--- config.mk ---
export PLATFORM = sky130hd
export DESIGN_NAME = asid_tlb
export DESIGN_NICKNAME = d
export VERILOG_FILES = /design/src/rtl/tlbPkg.sv /design/src/rtl/tlbDatapath.sv /design/src/rtl/tlbControl.sv /design/src/rtl/asid_tlb.sv
export SDC_FILE = /design/constraint.sdc
export NUM_CORES = 2
export LEC_CHECK = 0
export BUFFER_PORTS_ARGS = -buffer_cell sky130_fd_sc_hd__buf_2
export CORE_ASPECT_RATIO = 0.75
export CORE_UTILIZATION = 50
export CTS_BUF_LIST = sky130_fd_sc_hd__clkbuf_4 sky130_fd_sc_hd__clkbuf_8 sky130_fd_sc_hd__clkbuf_16
export CTS_CLUSTER_SIZE = 25
export DETAILED_ROUTE_END_ITERATION = 12
export PLACE_DENSITY_LB_ADDON = 0.08
export REMOVE_ABC_BUFFERS = 1
export SYNTH_ARGS = -nofsm -noshare
export SYNTH_HDL_FRONTEND = slang
export SYNTH_SLANG_ARGS = --single-unit
--- constraint.sdc ---
create_clock -name clk -period 10.4 [get_ports clk]
set_input_delay 2.6 -clock clk [delete_from_list [all_inputs] [get_ports clk]]
set_output_delay 2.6 -clock clk [all_outputs]
set_load 0.02 [all_outputs]
--- src/rtl/tlbPkg.sv ---
package tlbPkg;
  parameter int ENTRIES = 64;
  parameter int ASID_W  = 6;
  parameter int VA_W    = 32;
  parameter int PAGE_W  = 12;
  parameter int PFN_W   = 20;
  localparam int VPN_W  = VA_W - PAGE_W;
  localparam int IDX_W  = $clog2(ENTRIES);
  localparam int PA_W   = PFN_W + PAGE_W;
  localparam int TOP_W  = 3;

  typedef enum logic [1:0] {
    SEG_USER      = 2'd0,
    SEG_KDIRECT_C = 2'd1,
    SEG_KDIRECT_U = 2'd2,
    SEG_KMAPPED   = 2'd3
  } segKind_e;

  typedef struct packed {
    logic             touch;
    logic             markDirty;
    logic [IDX_W-1:0] idx;
  } updStrobe_t;
endpackage

--- src/rtl/tlbDatapath.sv ---
module tlbDatapath
  import tlbPkg::*;
(
  input  logic              clk,
  input  logic              rstN,
  input  logic              wrEn,
  input  logic [IDX_W-1:0]  wrIndex,
  input  logic [VPN_W-1:0]  wrVpn,
  input  logic [ASID_W-1:0] wrAsid,
  input  logic [PFN_W-1:0]  wrPfn,
  input  logic              wrValid,
  input  logic              wrGlobal,
  input  logic              wrWritable,
  input  logic              wrNoCache,
  input  logic [ASID_W-1:0] lkAsid,
  input  logic [VPN_W-1:0]  lkVpn,
  input  updStrobe_t        strobe,
  input  logic [IDX_W-1:0]  rdIndex,
  output logic              matchAny,
  output logic [IDX_W-1:0]  matchIdx,
  output logic [PFN_W-1:0]  hitPfn,
  output logic              hitWritable,
  output logic              hitNoCache,
  output logic              rdValid,
  output logic              rdRef,
  output logic              rdDirty,
  output logic [ENTRIES-1:0] validVec,
  output logic [ENTRIES-1:0] refVec,
  output logic [ENTRIES-1:0] dirtyVec
);
  logic [ENTRIES-1:0] matchVec;
  logic [ENTRIES-1:0] writeVec;
  logic [ENTRIES-1:0] noCacheVec;
  logic [PFN_W-1:0]   pfnArr [ENTRIES];

  for (genvar i = 0; i < ENTRIES; i++) begin : gEntry
    logic              vQ, rQ, dQ, gQ, wQ, ncQ;
    logic [VPN_W-1:0]  vpnQ;
    logic [ASID_W-1:0] asidQ;
    logic [PFN_W-1:0]  pfnQ;
    logic              thisWr, thisUpd;

    assign thisWr  = wrEn && (wrIndex == IDX_W'(i));
    assign thisUpd = strobe.touch && (strobe.idx == IDX_W'(i));

    // status bits: a load wins over a lookup update in the same cycle
    always_ff @(posedge clk or negedge rstN) begin
      if (!rstN) begin
        vQ <= 1'b0;
        rQ <= 1'b0;
        dQ <= 1'b0;
      end else if (thisWr) begin
        vQ <= wrValid;
        rQ <= 1'b0;
        dQ <= 1'b0;
      end else if (thisUpd) begin
        rQ <= 1'b1;
        if (strobe.markDirty) dQ <= 1'b1;
      end
    end

    // tag and payload fields carry no reset: valid gates their use
    always_ff @(posedge clk) begin
      if (thisWr) begin
        vpnQ  <= wrVpn;
        asidQ <= wrAsid;
        pfnQ  <= wrPfn;
        gQ    <= wrGlobal;
        wQ    <= wrWritable;
        ncQ   <= wrNoCache;
      end
    end

    assign matchVec[i]   = vQ && (vpnQ == lkVpn) && (gQ || (asidQ == lkAsid));
    assign validVec[i]   = vQ;
    assign refVec[i]     = rQ;
    assign dirtyVec[i]   = dQ;
    assign writeVec[i]   = wQ;
    assign noCacheVec[i] = ncQ;
    assign pfnArr[i]     = pfnQ;
  end

  // lowest-numbered matching slot wins if software left duplicates
  always_comb begin
    matchIdx = '0;
    for (int k = ENTRIES - 1; k >= 0; k--) begin
      if (matchVec[k]) matchIdx = IDX_W'(k);
    end
  end

  assign matchAny    = |matchVec;
  assign hitPfn      = pfnArr[matchIdx];
  assign hitWritable = writeVec[matchIdx];
  assign hitNoCache  = noCacheVec[matchIdx];
  assign rdValid     = validVec[rdIndex];
  assign rdRef       = refVec[rdIndex];
  assign rdDirty     = dirtyVec[rdIndex];
endmodule

--- src/rtl/tlbControl.sv ---
module tlbControl
  import tlbPkg::*;
(
  input  logic             lkValid,
  input  logic             lkWrite,
  input  logic             lkUser,
  input  logic [VA_W-1:0]  lkVaddr,
  input  logic             matchAny,
  input  logic [IDX_W-1:0] matchIdx,
  input  logic [PFN_W-1:0] hitPfn,
  input  logic             hitWritable,
  input  logic             hitNoCache,
  output logic             hit,
  output logic             miss,
  output logic             protFault,
  output logic             addrErr,
  output logic             cacheable,
  output segKind_e         segKind,
  output logic [PA_W-1:0]  paddr,
  output updStrobe_t       strobe
);
  logic [TOP_W-1:0] topBits;
  logic             mapped;
  logic             tlbHit;
  logic             directHit;

  assign topBits = lkVaddr[VA_W-1 -: TOP_W];

  always_comb begin
    if (!topBits[2])     segKind = SEG_USER;
    else if (topBits[1]) segKind = SEG_KMAPPED;
    else if (topBits[0]) segKind = SEG_KDIRECT_U;
    else                 segKind = SEG_KDIRECT_C;
  end

  assign mapped    = (segKind == SEG_USER) || (segKind == SEG_KMAPPED);
  assign addrErr   = lkValid && lkUser && topBits[2];
  assign tlbHit    = lkValid && !addrErr && mapped && matchAny;
  assign directHit = lkValid && !addrErr && !mapped;
  assign hit       = tlbHit || directHit;
  assign miss      = lkValid && !addrErr && mapped && !matchAny;
  assign protFault = tlbHit && lkWrite && !hitWritable;

  always_comb begin
    if (tlbHit)         cacheable = !hitNoCache;
    else if (directHit) cacheable = (segKind == SEG_KDIRECT_C);
    else                cacheable = 1'b0;
  end

  always_comb begin
    if (tlbHit)         paddr = {hitPfn, lkVaddr[PAGE_W-1:0]};
    else if (directHit) paddr = PA_W'({{TOP_W{1'b0}}, lkVaddr[VA_W-TOP_W-1:0]});
    else                paddr = {{PFN_W{1'b0}}, lkVaddr[PAGE_W-1:0]};
  end

  assign strobe.touch     = tlbHit;
  assign strobe.markDirty = tlbHit && lkWrite && hitWritable;
  assign strobe.idx       = matchIdx;
endmodule

--- src/rtl/asid_tlb.sv ---
module asid_tlb
  import tlbPkg::*;
(
  input  logic              clk,
  input  logic              rstN,
  input  logic              lkValid,
  input  logic [ASID_W-1:0] lkAsid,
  input  logic [VA_W-1:0]   lkVaddr,
  input  logic              lkWrite,
  input  logic              lkUser,
  input  logic              wrEn,
  input  logic [IDX_W-1:0]  wrIndex,
  input  logic [VPN_W-1:0]  wrVpn,
  input  logic [ASID_W-1:0] wrAsid,
  input  logic [PFN_W-1:0]  wrPfn,
  input  logic              wrValid,
  input  logic              wrGlobal,
  input  logic              wrWritable,
  input  logic              wrNoCache,
  input  logic [IDX_W-1:0]  rdIndex,
  output logic              hit,
  output logic              miss,
  output logic [PA_W-1:0]   paddr,
  output logic              protFault,
  output logic              addrErr,
  output logic [1:0]        segment,
  output logic              cacheable,
  output logic              rdValid,
  output logic              rdRef,
  output logic              rdDirty
);
  updStrobe_t         strobe;
  segKind_e           segKind;
  logic               matchAny;
  logic [IDX_W-1:0]   matchIdx;
  logic [PFN_W-1:0]   hitPfn;
  logic               hitWritable;
  logic               hitNoCache;
  logic [ENTRIES-1:0] validVec;
  logic [ENTRIES-1:0] refVec;
  logic [ENTRIES-1:0] dirtyVec;

  tlbDatapath u_dp (
    .clk(clk), .rstN(rstN),
    .wrEn(wrEn), .wrIndex(wrIndex), .wrVpn(wrVpn), .wrAsid(wrAsid), .wrPfn(wrPfn),
    .wrValid(wrValid), .wrGlobal(wrGlobal), .wrWritable(wrWritable), .wrNoCache(wrNoCache),
    .lkAsid(lkAsid), .lkVpn(lkVaddr[VA_W-1:PAGE_W]),
    .strobe(strobe), .rdIndex(rdIndex),
    .matchAny(matchAny), .matchIdx(matchIdx), .hitPfn(hitPfn),
    .hitWritable(hitWritable), .hitNoCache(hitNoCache),
    .rdValid(rdValid), .rdRef(rdRef), .rdDirty(rdDirty),
    .validVec(validVec), .refVec(refVec), .dirtyVec(dirtyVec)
  );

  tlbControl u_ctl (
    .lkValid(lkValid), .lkWrite(lkWrite), .lkUser(lkUser), .lkVaddr(lkVaddr),
    .matchAny(matchAny), .matchIdx(matchIdx), .hitPfn(hitPfn),
    .hitWritable(hitWritable), .hitNoCache(hitNoCache),
    .hit(hit), .miss(miss), .protFault(protFault), .addrErr(addrErr),
    .cacheable(cacheable), .segKind(segKind), .paddr(paddr), .strobe(strobe)
  );

  assign segment = segKind;
endmodule

==> run metrics <==
outcome finished with violations; failing checks setup timing; Comb pwr share 6.2%; Chip Height 462.7 um; clk slew on worst S/H paths 0.06 ns; Least-Margin Pin Slew 1.390 ns; Yosys warning count 0; hold path startpoint u_dp.gEntry[4].dQ$_DFFE_PN0P_; Core ar. 280400 sq um; clock share of power 42.4%; Syn Area/Cell around 15 sq um; DRT antenna net count 0; initial antenna violation count 47; all-layer global routing usage approximately 37%; final net count 11068; crit path launch lkVaddr[12]; GRT Residual Overflow 0; Worst setup SP type input port; fin util 62.75%; relative slew slack 7.106%; dpl ws -1.516 ns; via count 95756; Iter 0 DRT Violations 16415; Final Hold Viols 0; commonest non-fill, non-tap cell in the layout edfxtp_1; clk root buf clkbuf_16; DRT Pass-1 Iters 8; asr flop ratio synth between 5 and 6%; sequential area share after synthesis approximately 70%; Starting Density around half; DR WL/cell roughly 36 um; most frequent cells in the layout edfxtp_1, buf_4, xor2_1; fin crit period 10.57 ns; Post-synth EDFFs approximately 3100; Top FF cell, synth edfxtp_1; internal power 22.45 mW; Final Setup Violations 18; post-synthesis cell type count 105; CTS H-tree depth 5; vias in the first global route 90456; DRC 0; worst vdd ir 0.0001378 V; Post-Syn Area 141500 sq um; GPL Wtd Cong 0.9637; Design Power roughly 29 mW; layout overhead on the synthesized area 24.34%; FF-to-FF path depth 20; Worst Hold Depth 2; Max-Cap Viols 0; register bit total from synthesis between 3000 and 4000; die width 616.3 um; clk_skew between 0.05 and 0.06 ns; worst hold path class register to register; routed wire length 536.8 mm; Setup CP Type input port to primary output; share of cells above drive strength 1 28.01%; CTS tree done; fill count 20559; Clock Tree Buf Depth 4; Worst-Skew Late Latency 0.90 ns; crit-path max FO 11; first-pass GRT wire length 724.9 mm; cts-stage hold buffer count 0; number of CTS-inserted buffers 331; sequential share of power 51.4%; Pwr Density 164.2 nW/um^2; die footprint 285200 sq um; Net Sw Frac 22.32%; Max Fclk 94.58 MHz; worst r2r src u_dp.gEntry[56].vpnQ[18]$_DFFE_PP_; switching pwr 6.450 mW; CP endpoint kind primary output; I/O pins 148; Worst Path Arrival 7.97 ns; site row count 168; fin crit share 101.7%; final setup margin -0.1735 ns; Clock Sink Count 3328; LEAKAGE 63.94 nW; Mapped Cells roughly 9100; Port Buffer Count 123; RSZ-0062 raised after global routing yes; largest net degree at the start of global routing 83; detailed placement HPWL 337.2 mm; vias per inst 6.389; critical path required time 7.80 ns; fin. max-slew vios 0
path summary, 6_finish.rpt:
| path | end | slack (ns) |
|---|---|---|
| worst min-delay path | u_dp.gEntry[4].dQ$_DFFE_PN0P_ | 0.49 |
| min in group asynchronous | u_dp.gEntry[49].vQ$_DFFE_PN0P_ | 1.70 |
| max in group asynchronous | u_dp.gEntry[63].rQ$_DFFE_PN0P_ | 7.13 |
| worst max-delay path | paddr[22] | -0.17 |
| worst min register to register | u_dp.gEntry[4].dQ$_DFFE_PN0P_ | 0.49 |
| worst max register to register | u_dp.gEntry[43].dQ$_DFFE_PN0P_ | 4.68 |
stage by stage:
stage / area (sq um) / instances / hold WS [ns] / setup TNS (ns)
2_1_floorplan: 138800 / 8720 / 0.4573 / -499.13
3_3_place_gp: 158900 / 14163 / 0.4684 / -31.47
3_5_place_dp: 158900 / 14164 / 0.4799 / -26.52
4_1_cts: 172700 / 14842 / 0.4949 / -0.001237
5_1_grt: 175900 / 14975 / 0.5165 / -2.643
6_report: 176000 / 14988 / 0.4947 / -1.237
power by group through the flow:
stage | registers [mW] | logic, mW | clock network (mW)
6_report | 14.9 | 1.79 | 12.2
5_1_grt | 14.9 | 1.84 | 12.8
4_1_cts | 14.9 | 1.70 | 12.3
3_5_place_dp | 15.1 | 1.65 | 0
3_3_place_gp | 15.1 | 1.63 | 0
2_1_floorplan | 15.1 | 0.492 | 0
layout make-up:
class	instances	area, sq um	area share, %
Multi-Input combinational cell	5344	43180	24.54
Timing Repair Buffer	1908	18010	10.24
Clock buffer	436	9291	5.280
Clock inverter	166	1602	0.9101
Tap cell	3740	4679	2.659
Sequential cell	3328	98970	56.25
Inverter	48	180.2	0.1024
Antenna cell	18	45.04	0.02560
per-layer routing:
layer / wire length (um) / part of all wire, % / track usage (%) / vias up
li1: - / - / - / 38930
met1: 219400 / 41 / 56.24 / 48757
met2: 217900 / 41 / 50.21 / 7087
met3: 80840 / 15 / 10.58 / 978
met4: 18610 / 3.5 / 11.07 / 4
met5: 26 / 0.0048 / 0 / -
sequential cells by signal, summed over array words and instances (netlist names):
signal and cells:
u_dp.gEntry.vQ 64, u_dp.gEntry.vpnQ 1280, u_dp.gEntry.wQ 64, u_dp.gEntry.asidQ 384
u_dp.gEntry.pfnQ 1280, u_dp.gEntry.dQ 64, u_dp.gEntry.gQ 64, u_dp.gEntry.rQ 64
u_dp.gEntry.ncQ 64
critical path, stage by stage:
cell	delay, ns
buf_8	0.22
buf_4	0.23
xor2_1	0.14
nor4_1	0.23
nand4_1	0.38
or4_4	0.56
and4_1	0.21
a21boi_2	0.23
o311ai_4	0.18
a211o_1	0.39
buf_12	0.16
a211o_4	0.36
buf_4	0.14
a21o_4	0.30
buf_12	0.20
buf_4	0.15
o22ai_1	0.30
o31ai_2	0.16
buf_4	0.17
nand4_1	0.09
buf_4	0.15
a22o_1	0.18
buf_4	0.16
cell usage after synthesis, types with 122 or more instances:
library cell	instances	area, sq um
edfxtp_1	3136	94170
xor2_1	1209	10590
nand2_1	558	2095
nor4_1	481	3009
xnor2_1	455	3985
mux2i_1	447	4474
nor2_1	310	1164
a21oi_1	207	1036
dfrtp_1	192	4805
nand4_1	190	1189
buf_2	145	725.7
nor3_1	143	715.7
a31oi_1	138	863.3
o22ai_1	122	763.2
repair_timing:
item                                    CTS  global route
resized for setup                       390           388
setup buffers                            71           127
gates cloned                             13            12
pin swaps                               140           155
endpoints found under the setup margin   22            22
cells by family after synthesis:
group	synth area share, %
AO/OA/AOI/OAI	4.553
XOR/XNOR	10.30
adder cells (fa/ha/maj)	0.008840
buffers and inverters	2.081
flip-flops	69.94
multiplexers	5.058
AND/OR/NAND/NOR	8.062
Note: power is estimated with default switching activity, not from simulation.
